--- config.mk ---
export PLATFORM = sky130hd
export DESIGN_NAME = mig_place_ctrl
export DESIGN_NICKNAME = d
export VERILOG_FILES = /design/src/rtl/mig_pkg.sv /design/src/rtl/mig_xit_tracker.sv /design/src/rtl/mig_place_fsm.sv /design/src/rtl/mig_place_ctrl.sv
export SDC_FILE = /design/constraint.sdc
export NUM_CORES = 1
export LEC_CHECK = 0
export BUFFER_PORTS_ARGS = -buffer_cell sky130_fd_sc_hd__buf_2
export CORE_UTILIZATION = 40
export CTS_CLUSTER_SIZE = 28
export DETAILED_ROUTE_END_ITERATION = 7
export GPL_TIMING_DRIVEN = 0
export HOLD_SLACK_MARGIN = 0.15
export PLACE_DENSITY = 0.64
export SLEW_MARGIN = 15
export SYNTH_ARGS = -nofsm -noshare
export SYNTH_HDL_FRONTEND = slang
export SYNTH_SLANG_ARGS = --single-unit
export TNS_END_PERCENT = 1
--- constraint.sdc ---
create_clock -name clk -period 2.3 [get_ports clk]
set_input_delay 0.46 -clock clk [delete_from_list [all_inputs] [get_ports clk]]
set_output_delay 0.46 -clock clk [all_outputs]
set_load 0.1 [all_outputs]
--- src/rtl/mig_pkg.sv ---
package mig_pkg;

   typedef enum logic [1:0] {
      OC_PLACED  = 2'd0,
      OC_SWAPPED = 2'd1,
      OC_DISCARD = 2'd2,
      OC_CANCEL  = 2'd3
   } mig_outc_e;

   typedef enum logic [1:0] {
      ST_IDLE   = 2'd0,
      ST_WAIT_B = 2'd1,
      ST_WAIT_D = 2'd2,
      ST_XIT    = 2'd3
   } mig_state_e;

endpackage

--- src/rtl/mig_xit_tracker.sv ---
module mig_xit_tracker #(
   parameter int NTILE = 16,
   parameter int TID_W = 4
) (
   input  logic             clk,
   input  logic             rst_n,
   input  logic             rec_en,
   input  logic [TID_W-1:0] rec_id,
   input  logic             clr,
   output logic [NTILE-1:0] vec_next
);

   logic [NTILE-1:0] vec_q;

   for (genvar g = 0; g < NTILE; g++) begin : g_bit
      logic hit;
      assign hit         = rec_en && (rec_id == TID_W'(g));
      assign vec_next[g] = vec_q[g] | hit;

      always_ff @(posedge clk or negedge rst_n) begin
         if (!rst_n)     vec_q[g] <= 1'b0;
         else if (clr)   vec_q[g] <= 1'b0;
         else if (hit)   vec_q[g] <= 1'b1;
      end
   end

endmodule

--- src/rtl/mig_place_fsm.sv ---
module mig_place_fsm
   import mig_pkg::*;
#(
   parameter int WAY_W = 4
) (
   input  logic             clk,
   input  logic             rst_n,
   input  logic             trig_valid,
   input  logic             set_has_free,
   input  logic [WAY_W-1:0] free_way,
   input  logic [WAY_W-1:0] lru_way,
   input  logic             b_migr,
   input  logic             d_migr,
   input  logic             tbl_grant,
   input  logic             tbl_deny,
   input  logic             arr_ack,
   output logic             idle,
   output logic             in_xit,
   output logic             req_b,
   output logic             req_d,
   output logic             place,
   output logic             swap,
   output logic             discard,
   output logic [WAY_W-1:0] way,
   output logic             upd_b,
   output logic             upd_d,
   output logic             out_v,
   output mig_outc_e        out_c,
   output logic             drop
);

   mig_state_e state, n_state;

   // context captured at trigger
   logic             r_free, r_bm, r_dm;
   logic [WAY_W-1:0] r_fw, r_lw;
   logic             c_free, c_bm, c_dm;
   logic [WAY_W-1:0] c_fw, c_lw;

   logic             p_req_b, p_req_d, p_place, p_swap, p_disc;
   logic             p_updb, p_updd, p_out, p_drop, decide;
   logic [WAY_W-1:0] p_way;
   mig_outc_e        p_code;

   assign idle   = (state == ST_IDLE);
   assign in_xit = (state == ST_XIT);

   assign c_free = idle ? set_has_free : r_free;
   assign c_bm   = idle ? b_migr       : r_bm;
   assign c_dm   = idle ? d_migr       : r_dm;
   assign c_fw   = idle ? free_way     : r_fw;
   assign c_lw   = idle ? lru_way      : r_lw;

   always_comb begin
      n_state = state;
      p_req_b = 1'b0;
      p_req_d = 1'b0;
      p_place = 1'b0;
      p_swap  = 1'b0;
      p_disc  = 1'b0;
      p_updb  = 1'b0;
      p_updd  = 1'b0;
      p_out   = 1'b0;
      p_drop  = 1'b0;
      p_code  = OC_PLACED;
      p_way   = c_free ? c_fw : c_lw;
      decide  = 1'b0;
      unique case (state)
         ST_IDLE: begin
            if (trig_valid) begin
               if (!b_migr) begin
                  p_req_b = 1'b1;
                  n_state = ST_WAIT_B;
               end else begin
                  decide = 1'b1;
               end
            end
         end
         ST_WAIT_B: begin
            if (tbl_grant) begin
               decide = 1'b1;
            end else if (tbl_deny) begin
               p_out   = 1'b1;
               p_code  = OC_CANCEL;
               n_state = ST_IDLE;
            end
         end
         ST_WAIT_D: begin
            if (tbl_grant) begin
               p_swap  = 1'b1;
               p_updb  = c_bm;
               p_out   = 1'b1;
               p_code  = OC_SWAPPED;
               n_state = ST_XIT;
            end else if (tbl_deny) begin
               p_disc  = 1'b1;
               p_updb  = c_bm;
               p_out   = 1'b1;
               p_code  = OC_DISCARD;
               n_state = ST_XIT;
            end
         end
         ST_XIT: begin
            if (arr_ack) begin
               p_drop  = 1'b1;
               n_state = ST_IDLE;
            end
         end
         default: n_state = ST_IDLE;
      endcase

      if (decide) begin
         if (c_free) begin
            p_place = 1'b1;
            p_updb  = c_bm;
            p_out   = 1'b1;
            p_code  = OC_PLACED;
            n_state = ST_XIT;
         end else if (c_dm) begin
            p_swap  = 1'b1;
            p_updb  = c_bm;
            p_updd  = 1'b1;
            p_out   = 1'b1;
            p_code  = OC_SWAPPED;
            n_state = ST_XIT;
         end else begin
            p_req_d = 1'b1;
            n_state = ST_WAIT_D;
         end
      end
   end

   always_ff @(posedge clk or negedge rst_n) begin
      if (!rst_n) begin
         state   <= ST_IDLE;
         r_free  <= 1'b0;
         r_bm    <= 1'b0;
         r_dm    <= 1'b0;
         r_fw    <= '0;
         r_lw    <= '0;
         req_b   <= 1'b0;
         req_d   <= 1'b0;
         place   <= 1'b0;
         swap    <= 1'b0;
         discard <= 1'b0;
         way     <= '0;
         upd_b   <= 1'b0;
         upd_d   <= 1'b0;
         out_v   <= 1'b0;
         out_c   <= OC_PLACED;
         drop    <= 1'b0;
      end else begin
         state   <= n_state;
         if (idle && trig_valid) begin
            r_free <= set_has_free;
            r_bm   <= b_migr;
            r_dm   <= d_migr;
            r_fw   <= free_way;
            r_lw   <= lru_way;
         end
         req_b   <= p_req_b;
         req_d   <= p_req_d;
         place   <= p_place;
         swap    <= p_swap;
         discard <= p_disc;
         if (p_place || p_swap || p_disc) way <= p_way;
         upd_b   <= p_updb;
         upd_d   <= p_updd;
         out_v   <= p_out;
         out_c   <= p_code;
         drop    <= p_drop;
      end
   end

endmodule

--- src/rtl/mig_place_ctrl.sv ---
module mig_place_ctrl
   import mig_pkg::*;
#(
   parameter  int WAYS  = 16,
   parameter  int NTILE = 16,
   localparam int WAY_W = $clog2(WAYS),
   localparam int TID_W = $clog2(NTILE)
) (
   input  logic             clk,
   input  logic             rst_n,
   input  logic             trig_valid,
   output logic             trig_ready,
   input  logic             set_has_free,
   input  logic [WAY_W-1:0] free_way,
   input  logic [WAY_W-1:0] lru_way,
   input  logic             b_migr,
   input  logic             d_migr,
   output logic             tbl_req_b_home,
   output logic             tbl_req_d_home,
   input  logic             tbl_grant,
   input  logic             tbl_deny,
   output logic             cmd_place,
   output logic             cmd_swap,
   output logic             cmd_discard,
   output logic [WAY_W-1:0] cmd_way,
   output logic             upd_b_entries,
   output logic             upd_d_entries,
   output logic             out_valid,
   output logic [1:0]       out_code,
   input  logic             xit_req_valid,
   input  logic [TID_W-1:0] xit_req_id,
   output logic             xit_serve,
   input  logic             arr_ack,
   output logic             copy_drop,
   output logic             sharer_push,
   output logic [NTILE-1:0] sharer_vec
);

   if (WAYS < 2) begin : g_bad_ways
      $error("mig_place_ctrl: WAYS must be at least 2");
   end
   if (NTILE < 2) begin : g_bad_tiles
      $error("mig_place_ctrl: NTILE must be at least 2");
   end

   logic             in_xit, f_drop;
   mig_outc_e        f_code;
   logic [NTILE-1:0] vec_next;
   logic [NTILE-1:0] vec_q;

   mig_place_fsm #(.WAY_W(WAY_W)) u_fsm (
      .clk          (clk),
      .rst_n        (rst_n),
      .trig_valid   (trig_valid),
      .set_has_free (set_has_free),
      .free_way     (free_way),
      .lru_way      (lru_way),
      .b_migr       (b_migr),
      .d_migr       (d_migr),
      .tbl_grant    (tbl_grant),
      .tbl_deny     (tbl_deny),
      .arr_ack      (arr_ack),
      .idle         (trig_ready),
      .in_xit       (in_xit),
      .req_b        (tbl_req_b_home),
      .req_d        (tbl_req_d_home),
      .place        (cmd_place),
      .swap         (cmd_swap),
      .discard      (cmd_discard),
      .way          (cmd_way),
      .upd_b        (upd_b_entries),
      .upd_d        (upd_d_entries),
      .out_v        (out_valid),
      .out_c        (f_code),
      .drop         (f_drop)
   );

   assign out_code  = f_code;
   assign xit_serve = xit_req_valid && in_xit;

   mig_xit_tracker #(.NTILE(NTILE), .TID_W(TID_W)) u_trk (
      .clk      (clk),
      .rst_n    (rst_n),
      .rec_en   (xit_serve),
      .rec_id   (xit_req_id),
      .clr      (in_xit && arr_ack),
      .vec_next (vec_next)
   );

   always_ff @(posedge clk or negedge rst_n) begin
      if (!rst_n)                  vec_q <= '0;
      else if (in_xit && arr_ack)  vec_q <= vec_next;
   end

   assign copy_drop   = f_drop;
   assign sharer_push = f_drop;
   assign sharer_vec  = vec_q;

endmodule

## Word level (Yosys, flattened, before mapping)

Cells that the tools add are included.

| storage, ports and cells | value |
|---|---|
| RAM bits | 0 |
| memory bits (read-only) | 0 |
| output and inout bits | 34 |
| register bits | 60 |
| word-level logic and storage cells | 206 |
| bits in latches | 0 |
| memories | 0 |

| cells by class | value |
|---|---|
| $lt $le $gt $ge | 0 |
| equality and inequality tests | 24 |
| $mul | 0 |
| shift operators | 0 |
| reduce and logical (&&, ||, !) cells | 40 |
| multiplexer cells | 92 |
| add/sub/neg operators | 0 |
| bitwise operators | 16 |
| div/mod/pow operators | 0 |

Operator list:

| cell | count |
|---|---|
| 1-bit two-way mux | 69 |
| 4-bit == test (second input constant) | 8 |
| 2-bit two-way mux | 16 |
| 2-bit nonzero test | 16 |
| 1-bit logical AND | 19 |
| 4-bit by 3-bit == test with 1-bit output (second input constant) | 4 |
| 1-bit OR | 16 |
| 4-bit two-way mux | 3 |
| 3-bit by 2-bit != test with 1-bit output (second input constant) | 3 |
| 4-bit by 2-bit == test with 1-bit output (second input constant) | 2 |
| 2-bit case mux with 4 select lines | 1 |
| 3-bit != test (second input constant) | 2 |
| 6-bit AND reduction | 1 |
| 2-bit == test (second input constant) | 2 |
| 4-bit by 1-bit == test with 1-bit output (second input constant) | 1 |
| 4-bit zero test | 1 |
| 4-bit by 3-bit != test with 1-bit output (second input constant) | 1 |
| 1-bit case mux with 2 select lines | 2 |
| 2-bit case mux with 2 select lines | 1 |
| 2-bit by 1-bit == test with 1-bit output (second input constant) | 1 |
| 2-bit zero test | 1 |
| 1-bit logical OR | 2 |

## Depth between registers and ports, before layout

Gate-level depths: netlist of run 1.

| logic depth | value |
|---|---|
| word-level depth | 8 |
| mapped depth | 8 |

## By module

A second synthesis of run 1 with hierarchy kept.

| unflattened totals | value |
|---|---|
| cell total of the unflattened synthesis | 237 |
| area, all modules | 2,830.2 µm² |

By module, submodules not included:

| module | times used | sequential area each (µm²) | cells an instance | area an instance (µm²) |
|---|---|---|---|---|
| mig_place_fsm | 1 | 700.7 | 120 | 1,415.1 |
| mig_xit_tracker | 1 | 400.4 | 80 | 755.7 |
| mig_place_ctrl | 1 | 400.4 | 37 | 659.4 |

## Least setup slack after synthesis of run 1

Ideal clock, no wire load.

| path | value |
|---|---|
| path type | register to register |
| start point | register u_fsm.state[0] |
| end point | register u_fsm.way[0] |
| library setup time | 0.126 ns |
| slack | -0.196 ns |
| clock period less this slack | 2.496 ns |
| data arrival time | 2.369 ns |
| cell stages (with the launch flop) | 8 |
| cells stage by stage | dfrtp_1 > inv_1 > ha_1 > buf_6 > a32oi_4 > nor2_4 > o2bb2ai_4 > mux2_4 |

| on the way | value |
|---|---|
| longest elaborated chain between the ends | 7 |
| elaborated cells on any way between the ends | 18 |
| classes of those cells | eq/ne: 2; mux: 13; reduce/logical: 3 |

Ends and longest elaborated chain:

| item | line | source |
|---|---|---|
| from (decl) | mig_place_fsm.sv:32 | `mig_state_e state, n_state;` |
| from (signal assigned) | mig_place_fsm.sv:153 | `state <= n_state;` |
| 2-bit zero test (*) | mig_place_fsm.sv:45 | `assign idle = (state == ST_IDLE);` |
| net trig_ready | mig_place_ctrl.sv:12 | `output logic trig_ready,` |
| 1-bit two-way mux | mig_place_fsm.sv:50 | `assign c_dm = idle ? d_migr : r_dm;` |
| 1-bit two-way mux | mig_place_fsm.sv:119 | `end else if (c_dm) begin` |
| 1-bit two-way mux | mig_place_fsm.sv:113 | `if (c_free) begin` |
| 1-bit two-way mux | mig_place_fsm.sv:112 | `if (decide) begin` |
| 1-bit logical OR (2 in series) | mig_place_fsm.sv:166 | `if (p_place \|\| p_swap \|\| p_disc) way <= p_way;` |
| to (signal assigned) | mig_place_fsm.sv:166 |  |
| to (decl) | mig_place_fsm.sv:24 | `output logic [WAY_W-1:0] way,` |

The timed path passes the listed nets; every way through them passes the cells marked *.
A chain may end at the register's enable or synchronous reset.

## Final worst setup path of run 1

| path | value |
|---|---|
| start point | register u_fsm.state[1] |
| end point | output port xit_serve |

| on the way | value |
|---|---|
| longest elaborated chain between the ends | 2 |

Ends and longest elaborated chain:

| item | line | source |
|---|---|---|
| 2-bit == test | mig_place_fsm.sv:46 | `assign in_xit = (state == ST_XIT);` |
| 1-bit logical AND | mig_place_ctrl.sv:79 | `assign xit_serve = xit_req_valid && in_xit;` |
| to (decl) | mig_place_ctrl.sv:32 | `output logic xit_serve,` |

Every way passes these cells.

==> flow_metrics.py, run 1 <==
metrics = {
    "worst_setup_path": {
        "reg2reg_to": "u_fsm.way[0]",
        "critical_path_class": "flop to primary output",
        "path_cells": "ha_1, nand2_1, inv_1, buf_2",
        "worstSetupEndpointType": "primary output",
        "ff2ff_path_depth": 7,
        "slowest_stage": "dfrtp_1",
        "critPathMaxStageDelay_ns": 0.43,
        "r2r_slack_ns": 0.39,
        "crit_required_ns": 1.84,
        "crit_fanout": 6,
        "critPathLaunchType": "flop",
        "r2r_start": "u_fsm.state[0]",
        "crit_arrival_ns": 1.74,
    },
    "global_route": {
        "antenna_found_initial": 0,
        "grt_pass1_vias": 1840,
        "grt_max_degree": 61,
        "grt_pass1_wl_mm": 8.901,
        "gr-total-overflow": 0,
        "track_usage_pct": 16.66,
    },
    "cts": {
        "insertion_delay_ns": 0.34,
        "cts_resized": 0,
        "cts.sinks": 60,
        "cts_made_buffers": 9,
        "cts_tree": "done",
        "clockBufferDepth": 2,
        "clk_pin_slew_ns": 0.07,
        "hold_buffers": 0,
        "postCtsSetupRepairBufs": 0,
        "root_buffer": "clkbuf_8",
        "ctsHtreeMaxLevel": 3,
    },
    "layout": {
        "layoutNonFillerInstCount": 382,
        "drive_gt1_share_pct": 32.13,
        "final_common_cell": "dfrtp_1",
        "mostFrequentLayoutCells": "dfrtp_1 (60), buf_2 (58), nor2_1 (39)",
        "insertedDiodeCount": 0,
        "area_growth_pct": 22.38,
        "layout.nets": 329,
        "fin_area_um2": 3223,
    },
    "detailed_routing": {
        "drt-initial-drc-count": 99,
        "vias": 1915,
        "wirelength_mm": 5.409,
        "routed_wire_length_per_instance_um": 14.16,
        "antenna_left": 0,
        "routed_via_density": 5.013,
        "dr.pass1.iters": 4,
        "drc": 0,
    },
    "outcome": {
        "status": "completed",
    },
    "placed_design": {
        "dp_cells": 366,
        "place.gp.congestion": 0.7595,
        "post-place-ws_ns": 0.4033,
        "dp_hpwl_mm": 3.860,
        "port_buffers": 54,
        "placed_area_um2": 3005,
    },
    "yosys": {
        "synth_top_area_share_pct": 57.01,
        "syn_area_um2": 2634,
        "syn_inst": 235,
        "synth-seq-cells": 60,
        "syn_nets": 264,
        "netlist.top_cell.by_area": "dfrtp_1",
        "synth.distinct_cells": 33,
        "synth_area_per_cell_um2": 11.21,
        "synth.area.top_cells": "dfrtp_1 (57%), nor2_1 (5.6%), a21oi_1 (5.5%)",
        "seq_area_frac_synth_pct": 57.01,
        "yosys_warnings": 0,
    },
    "sta": {
        "slew_viol_final": 0,
        "worstMarginPinSlew_ns": 0.7509,
        "setup_tns_ns": 0,
        "layout_setup_ws_ns": 0.1037,
        "grt_setup_unrepaired": "false",
        "setup-violations-final": 0,
        "hold_violations": 0,
        "timing.final.crit_share_pct": 95.49,
        "maxSlewHeadroom_pct": 49.94,
        "max_freq_ghz": 0.4553,
        "finalClockSkew_ns": 0.007649,
        "layout_min_cycle_time_ns": 2.196,
    },
    "hold_path": {
        "hold_class": "input port to async pin",
    },
    "floorplanning": {
        "chipHeight_um": 83.15,
        "die_area_um2": 6913,
        "die_w_um": 83.15,
        "pin_count": 56,
        "coreArea_um2": 6350,
        "num_rows": 29,
        "start_util_pct": 41.48,
    },
    "job": {
        "drv_cap": 0,
    },
}
==> Yosys cell counts (all sizes together) <==
cell	n
or2	1
mux2i	6
buf	8
nor3	6
dfrtp	60
o21ai	6
o211ai	1
o22a	1
inv	11
nor2	40
a22o	1
nand2b	2
o2bb2ai	1
clkbuf	4
ha	7
nor2b	7
o32ai	1
a222oi	1
a31oi	8
mux2	16
a211oi	5
a21oi	30
a32oi	1
o2111a	1
and2	2
nand2	8
==> layout make-up <==
cell class | instances | area (µm²)
Clock inverter | 4 | 72.57
Sequential cell | 60 | 1501
Clock buffer | 12 | 145.1
Tap cell | 77 | 96.34
Timing Repair Buffer | 54 | 272.8
Inverter | 11 | 41.29
Fill cell | 582 | 3127
Buffer | 12 | 66.31
Multi-Input combinational cell | 152 | 1027
==> sequential cells by signal (all words and copies together) (netlist names), 2 cells and up <==
register and cells:
sharer_vec 16, u_trk.vec_q 16, u_fsm.r_fw 4, u_fsm.r_lw 4, u_fsm.way 4, u_fsm.out_c 2
u_fsm.state 2
==> per-layer routing <==
metal / track usage (%) / share of wire (%) / wire length (µm)
met1: 20.64 / 43 / 2345
met2: 26.60 / 49 / 2674
met3: 5.268 / 4.9 / 267
met4: 7.680 / 2.2 / 121
met5: 0 / 0 / 0
==> worst max-delay path: cells and delay by family, from the launching register on <==
family	cells	cell delay [ns]
buf+inv	2	0.50
simple gates	1	0.18
fa+ha+maj	1	0.28
flops	1	0.43
==> how the worst max path moves through the flow <==
| stage | from | endpoint | slack, ns | depth (start not counted) |
|---|---|---|---|---|
| floorplan | u_fsm.state[0] | u_fsm.way[0] | 0.12 | 7 |
| global route | u_fsm.state[1] | xit_serve | 0.0004 | 4 |
| finish | u_fsm.state[1] | xit_serve | 0.10 | 4 |
| detailed placement | u_fsm.state[0] | u_fsm.way[0] | 0.40 | 7 |
| CTS | u_fsm.state[1] | xit_serve | 0.08 | 4 |
| global placement | u_fsm.state[0] | u_fsm.way[2] | 0.43 | 7 |
==> kinds of logic (layout without fill, tap and decap cells) <==
family                   after synthesis  in the layout  share of synthesized area [%]
flip-flops                            60             60                          57.01
AND/OR/NAND/NOR                       66             66                          11.40
multiplexers                          22             22                          9.691
buffers and inverters                 23             93                          4.085
AO/OA/AOI/OAI                         57             57                          14.49
adder cells (fa/ha/maj)                7              7                          3.325
==> stage by stage <==
step,utilization (%),hold WS (ns)
3_5_place_dp,47.33,0.4713
2_1_floorplan,-,0.1644
3_3_place_gp,47.29,0.4600
4_1_cts,50.76,0.2069
6_report,50.76,0.1837
5_1_grt,50.76,0.2357
Power of run 1 is left out: the tool's default activity adds up to more than one toggle a clock period on the data nets, which glitch-free logic cannot reach.
==> run 2: changes to the inputs <==
- ABC_AREA: unset -> 1
- CORE_ASPECT_RATIO: unset -> 1.5
- PLACE_DENSITY: 0.64 -> 0.63
==> flow_metrics.py, run 2 <==
metrics = {
    "outcome": {
        "status": "completed",
    },
    "sta": {
        "hold_violations": 0,
        "max_freq_ghz": 0.4645,
        "maxSlewHeadroom_pct": 50.32,
        "worstMarginPinSlew_ns": 0.7452,
        "timing.final.crit_share_pct": 93.61,
        "slew_viol_final": 0,
        "layout_min_cycle_time_ns": 2.153,
        "setup-violations-final": 0,
        "finalClockSkew_ns": 0.005682,
        "grt_setup_unrepaired": "false",
        "setup_tns_ns": 0,
    },
    "cts": {
        "insertion_delay_ns": 0.34,
        "clockBufferDepth": 2,
        "cts.sinks": 60,
        "cts_made_buffers": 9,
        "cts_tree": "done",
        "hold_buffers": 0,
        "ctsHtreeMaxLevel": 3,
        "clk_pin_slew_ns": 0.07,
        "root_buffer": "clkbuf_8",
    },
    "global_route": {
        "grt_pass1_wl_mm": 9.735,
        "grt_pass1_vias": 2091,
        "antenna_found_initial": 0,
        "track_usage_pct": 17.18,
        "top_usage_layer": "met2",
        "use_met1_pct": 19.07,
        "grt_use_met3_pct": 4.475,
        "gr-usage-met2_pct": 30.58,
        "grt_max_degree": 61,
        "gr-total-overflow": 0,
    },
    "detailed_routing": {
        "drt-initial-drc-count": 116,
        "routed_via_density": 4.845,
        "wirelength_mm": 5.735,
        "routed_wire_length_per_instance_um": 12.72,
        "antenna_left": 0,
        "vias": 2185,
        "dr.pass1.iters": 4,
        "drc": 0,
    },
    "worst_setup_path": {
        "r2r_start": "u_fsm.state[0]",
        "crit_required_ns": 1.84,
        "critical_path_class": "flop to primary output",
        "critPathLaunchType": "flop",
        "slowest_stage": "dfrtp_1",
        "worstSetupEndpointType": "primary output",
        "critPathMaxStageDelay_ns": 0.45,
        "crit_family": "buffers and inverters",
        "path_cells": "ha_1, nand2_1, inv_2, buf_4",
        "r2r_slack_ns": 0.52,
        "ff2ff_path_depth": 9,
        "crit_fanout": 8,
        "reg2reg_to": "u_fsm.state[0]",
        "crit_arrival_ns": 1.69,
        "path_buf_inv": 2,
    },
    "yosys": {
        "yosys_warnings": 0,
        "synth_most_common_cell": "nand2_1",
        "seq_area_frac_synth_pct": 54.60,
        "synth_area_per_cell_um2": 9.047,
        "synth.area.top_cells": "dfrtp_1 (55%), nand2_1 (9.1%), inv_1 (4.8%)",
        "synth.distinct_cells": 26,
        "netlist_top_cells_count": "nand2_1 (67), dfrtp_1 (60), inv_1 (35)",
        "synth-seq-cells": 60,
        "synthArstFlopShare_pct": 100.0,
        "netlist.top_cell.by_area": "dfrtp_1",
        "synth_flop_cell": "dfrtp_1",
        "synth_edf_count": 0,
        "syn_inst": 304,
        "synth_top_area_share_pct": 54.60,
        "syn_area_um2": 2750,
        "syn_nets": 333,
    },
    "hold_path": {
        "hold_class": "input port to async pin",
    },
    "job": {
        "drv_cap": 0,
    },
    "layout": {
        "final_common_cell": "nand2_1",
        "insertedDiodeCount": 0,
        "mostFrequentLayoutCells": "nand2_1 (67), dfrtp_1 (60), buf_2 (57)",
        "area_growth_pct": 21.02,
        "layout.nets": 399,
        "drive_gt1_share_pct": 27.73,
        "fin_area_um2": 3328,
        "layoutNonFillerInstCount": 451,
        "fin_util_pct": 50.61,
    },
    "floorplanning": {
        "die_w_um": 69.70,
        "start_util_pct": 41.82,
        "pin_count": 56,
        "die_area_um2": 7218,
        "chipHeight_um": 103.6,
        "coreArea_um2": 6576,
        "num_rows": 36,
    },
    "placed_design": {
        "port_buffers": 55,
        "placed_area_um2": 3123,
        "place.gp.congestion": 0.8140,
        "dp_cells": 435,
        "dp_hpwl_mm": 4.257,
    },
}
-- run 2: changes by cell type in the layout (fill, tap and decap cells not counted), sizes merged, moves of 7 or more --
cell,change
a21oi,-13
inv,+27
mux2,-12
nand2,+65
nand3,+16
nor2,-13
nor2b,-7
o21ai,+26
-- run 2: area by class of cell --
| type | instances | area (µm²) |
|---|---|---|
| Sequential cell | 60 | 1501 |
| Buffer | 9 | 65.06 |
| Tap cell | 76 | 95.09 |
| Clock buffer | 12 | 155.1 |
| Timing Repair Buffer | 55 | 280.3 |
| Fill cell | 642 | 3248 |
| Inverter | 39 | 151.4 |
| Multi-Input combinational cell | 196 | 1032 |
| Clock inverter | 4 | 47.55 |
-- run 2: repair_timing --
item | CTS | global route
setup endpoints to repair | 0 | 1
setup buffers | 0 | 0
gates resized for setup | 0 | 2
-- run 2: worst max-delay path by stage --
stage | from | end | cells after the start
floorplan | u_fsm.state[1] | u_fsm.way[0] | 10
global placement | u_fsm.state[0] | xit_serve | 4
detailed placement | u_fsm.state[0] | xit_serve | 4
CTS | u_fsm.state[0] | xit_serve | 4
global route | u_fsm.state[0] | xit_serve | 4
finish | u_fsm.state[0] | xit_serve | 4
-- run 2: logic make-up after synthesis --
family          synth area share (%)
compound gates                 12.15
buf+inv                        7.871
mux                            1.638
flops                          54.60
simple gates                   20.56
fa+ha+maj                      3.185
-- run 2: per-layer routing --
layer  routed length (µm)  part of all wire, %
met5                    0                    0
met4                  112                  2.0
met3                  256                  4.5
met2                 3016                   53
met1                 2349                   41
-- run 2: stage by stage --
stage	setup slack, ns	hold slack, ns
finish	0.1471	0.1897
global route	0.01931	0.2400
CTS	0.01072	0.2157
detailed placement	0.3857	0.4683
global placement	0.4010	0.4617
floorplan	0.05966	0.1644
Power of run 2 is left out for the same reason.
==> run 3: changes to the inputs <==
- ABC_AREA: 1 -> unset
- PLACE_DENSITY: 0.63 -> 0.64
==> flow_metrics.py, run 3 (synthesis results as in run 1) <==
metrics = {
    "placed_design": {
        "place.gp.congestion": 0.9241,
        "dp_hpwl_mm": 4.038,
        "port_buffers": 54,
    },
    "layout": {
        "multi_input_area_um2": 1027,
        "final_common_cell": "dfrtp_1",
        "insertedDiodeCount": 0,
        "mostFrequentLayoutCells": "dfrtp_1 (60), buf_2 (58), nor2_1 (39)",
        "fillers": 588,
        "seq_area_um2": 1501,
        "area_growth_pct": 21.66,
        "drive_gt1_share_pct": 32.46,
        "layout.nets": 329,
    },
    "worst_setup_path": {
        "crit_arrival_ns": 1.69,
        "crit_required_ns": 1.84,
        "path_buf_inv": 2,
        "path_cells": "ha_1, nand2_1, inv_1, buf_2",
        "critPathMaxStageDelay_ns": 0.44,
        "crit_family": "buffers and inverters",
        "crit_cells": 4,
        "critPathLaunchType": "flop",
        "ff2ff_path_depth": 7,
        "r2r_slack_ns": 0.39,
        "crit_fanout": 6,
        "worstSetupEndpointType": "primary output",
        "slowest_stage": "dfrtp_1",
        "critical_path_class": "flop to primary output",
    },
    "global_route": {
        "gr-total-overflow": 0,
        "grt_pass1_vias": 1961,
        "antenna_found_initial": 0,
        "grt_pass1_wl_mm": 9.211,
        "track_usage_pct": 18.32,
        "grt_max_degree": 61,
    },
    "job": {
        "drv_cap": 0,
    },
    "sta": {
        "finalClockSkew_ns": 0.004554,
        "maxSlewHeadroom_pct": 49.66,
        "hold_violations": 0,
        "slew_viol_final": 0,
        "setup-violations-final": 0,
        "fin_hold_ws_ns": 0.1893,
        "max_freq_ghz": 0.4661,
        "timing.final.crit_share_pct": 93.28,
        "layout_min_cycle_time_ns": 2.146,
        "worstMarginPinSlew_ns": 0.7550,
        "grt_setup_unrepaired": "false",
        "setup_tns_ns": 0,
    },
    "floorplanning": {
        "start_util_pct": 42.06,
        "die_w_um": 68.26,
        "num_rows": 35,
        "chipHeight_um": 101.4,
        "die_area_um2": 6920,
        "pin_count": 56,
        "coreArea_um2": 6262,
    },
    "detailed_routing": {
        "drc": 0,
        "dr.pass1.iters": 4,
        "routed_wire_length_per_instance_um": 14.84,
        "vias": 1962,
        "wirelength_mm": 5.623,
        "antenna_left": 0,
        "routed_via_density": 5.177,
        "drt-initial-drc-count": 114,
    },
    "cts": {
        "clk_pin_slew_ns": 0.07,
        "clockBufferDepth": 2,
        "cts_tree": "done",
        "cts_resized": 0,
        "cts_made_buffers": 9,
        "ctsHtreeMaxLevel": 3,
        "hold_buffers": 0,
        "postCtsSetupRepairBufs": 0,
        "root_buffer": "clkbuf_8",
        "cts.sinks": 60,
        "insertion_delay_ns": 0.33,
    },
    "outcome": {
        "status": "completed",
    },
    "hold_path": {
        "hold_class": "input port to async pin",
    },
}
run 3: cell count changes in the layout (fill, tap and decap cells not counted), moves of 5 or more:
cell | previous run | this run
nand2_1 | 67 | 8
inv_1 | 35 | 11
o21ai_0 | 23 | 4
nand3_1 | 15 | 0
a21oi_1 | 17 | 29
nor2_1 | 27 | 39
mux2_2 | 4 | 12
nor2b_1 | 0 | 7
mux2i_1 | 0 | 6
nor3_1 | 0 | 6
a211oi_1 | 0 | 5
run 3: final cells by class:
| cell class | instances | area share [%] |
|---|---|---|
| inverter | 11 | 1.289 |
| multi-input combinational | 152 | 32.06 |
| buffer | 12 | 2.070 |
| clock inverter | 4 | 1.484 |
| tap | 74 | 2.889 |
| timing repair buffer | 54 | 8.512 |
| clock buffer | 12 | 4.842 |
| sequential | 60 | 46.86 |
run 3: path summary, 6_finish.rpt:
path / startpoint / end
setup / recovery: u_fsm.state[1] / xit_serve
hold / removal: rst_n / u_fsm.r_lw[1]
setup reg to reg: u_fsm.state[0] / u_fsm.way[3]
hold reg to reg: u_trk.vec_q[2] / u_trk.vec_q[2]
max in group asynchronous: rst_n / sharer_vec[3]
min in group clk: lru_way[0] / u_fsm.r_lw[0]
run 3: stage by stage:
| stage | utilization [%] | setup slack, ns | std cells | area [µm²] |
|---|---|---|---|---|
| finish | 51.17 | 0.1545 | 379 | 3204 |
| global route | 51.17 | 0.02905 | 379 | 3204 |
| CTS | 51.17 | 0.1174 | 379 | 3204 |
| detailed placement | 47.93 | 0.3930 | 363 | 3002 |
| global placement | 47.89 | 0.4072 | 363 | 2999 |
| floorplan | - | 0.1170 | 235 | 2636 |
run 3: worst register-to-register path: stages (launching register included):
cell and delay, ns:
dfrtp_1 0.43, inv_1 0.17, ha_2 0.21, buf_6 0.14, a32oi_4 0.14, nor2_4 0.19, o2bb2ai_4 0.19, mux2_4 0.32
run 3: per-layer routing:
metal  track usage [%]  wire, µm  part of all wire [%]  up-vias
met5                 0         0                     0        -
met1             21.41      2393                    43      977
met3             4.167       157                   2.8        4
met4             8.173        50                  0.89        0
met2             31.15      3022                    54       42
li1                  -         -                     -      939
Power of run 3 is left out for the same reason.
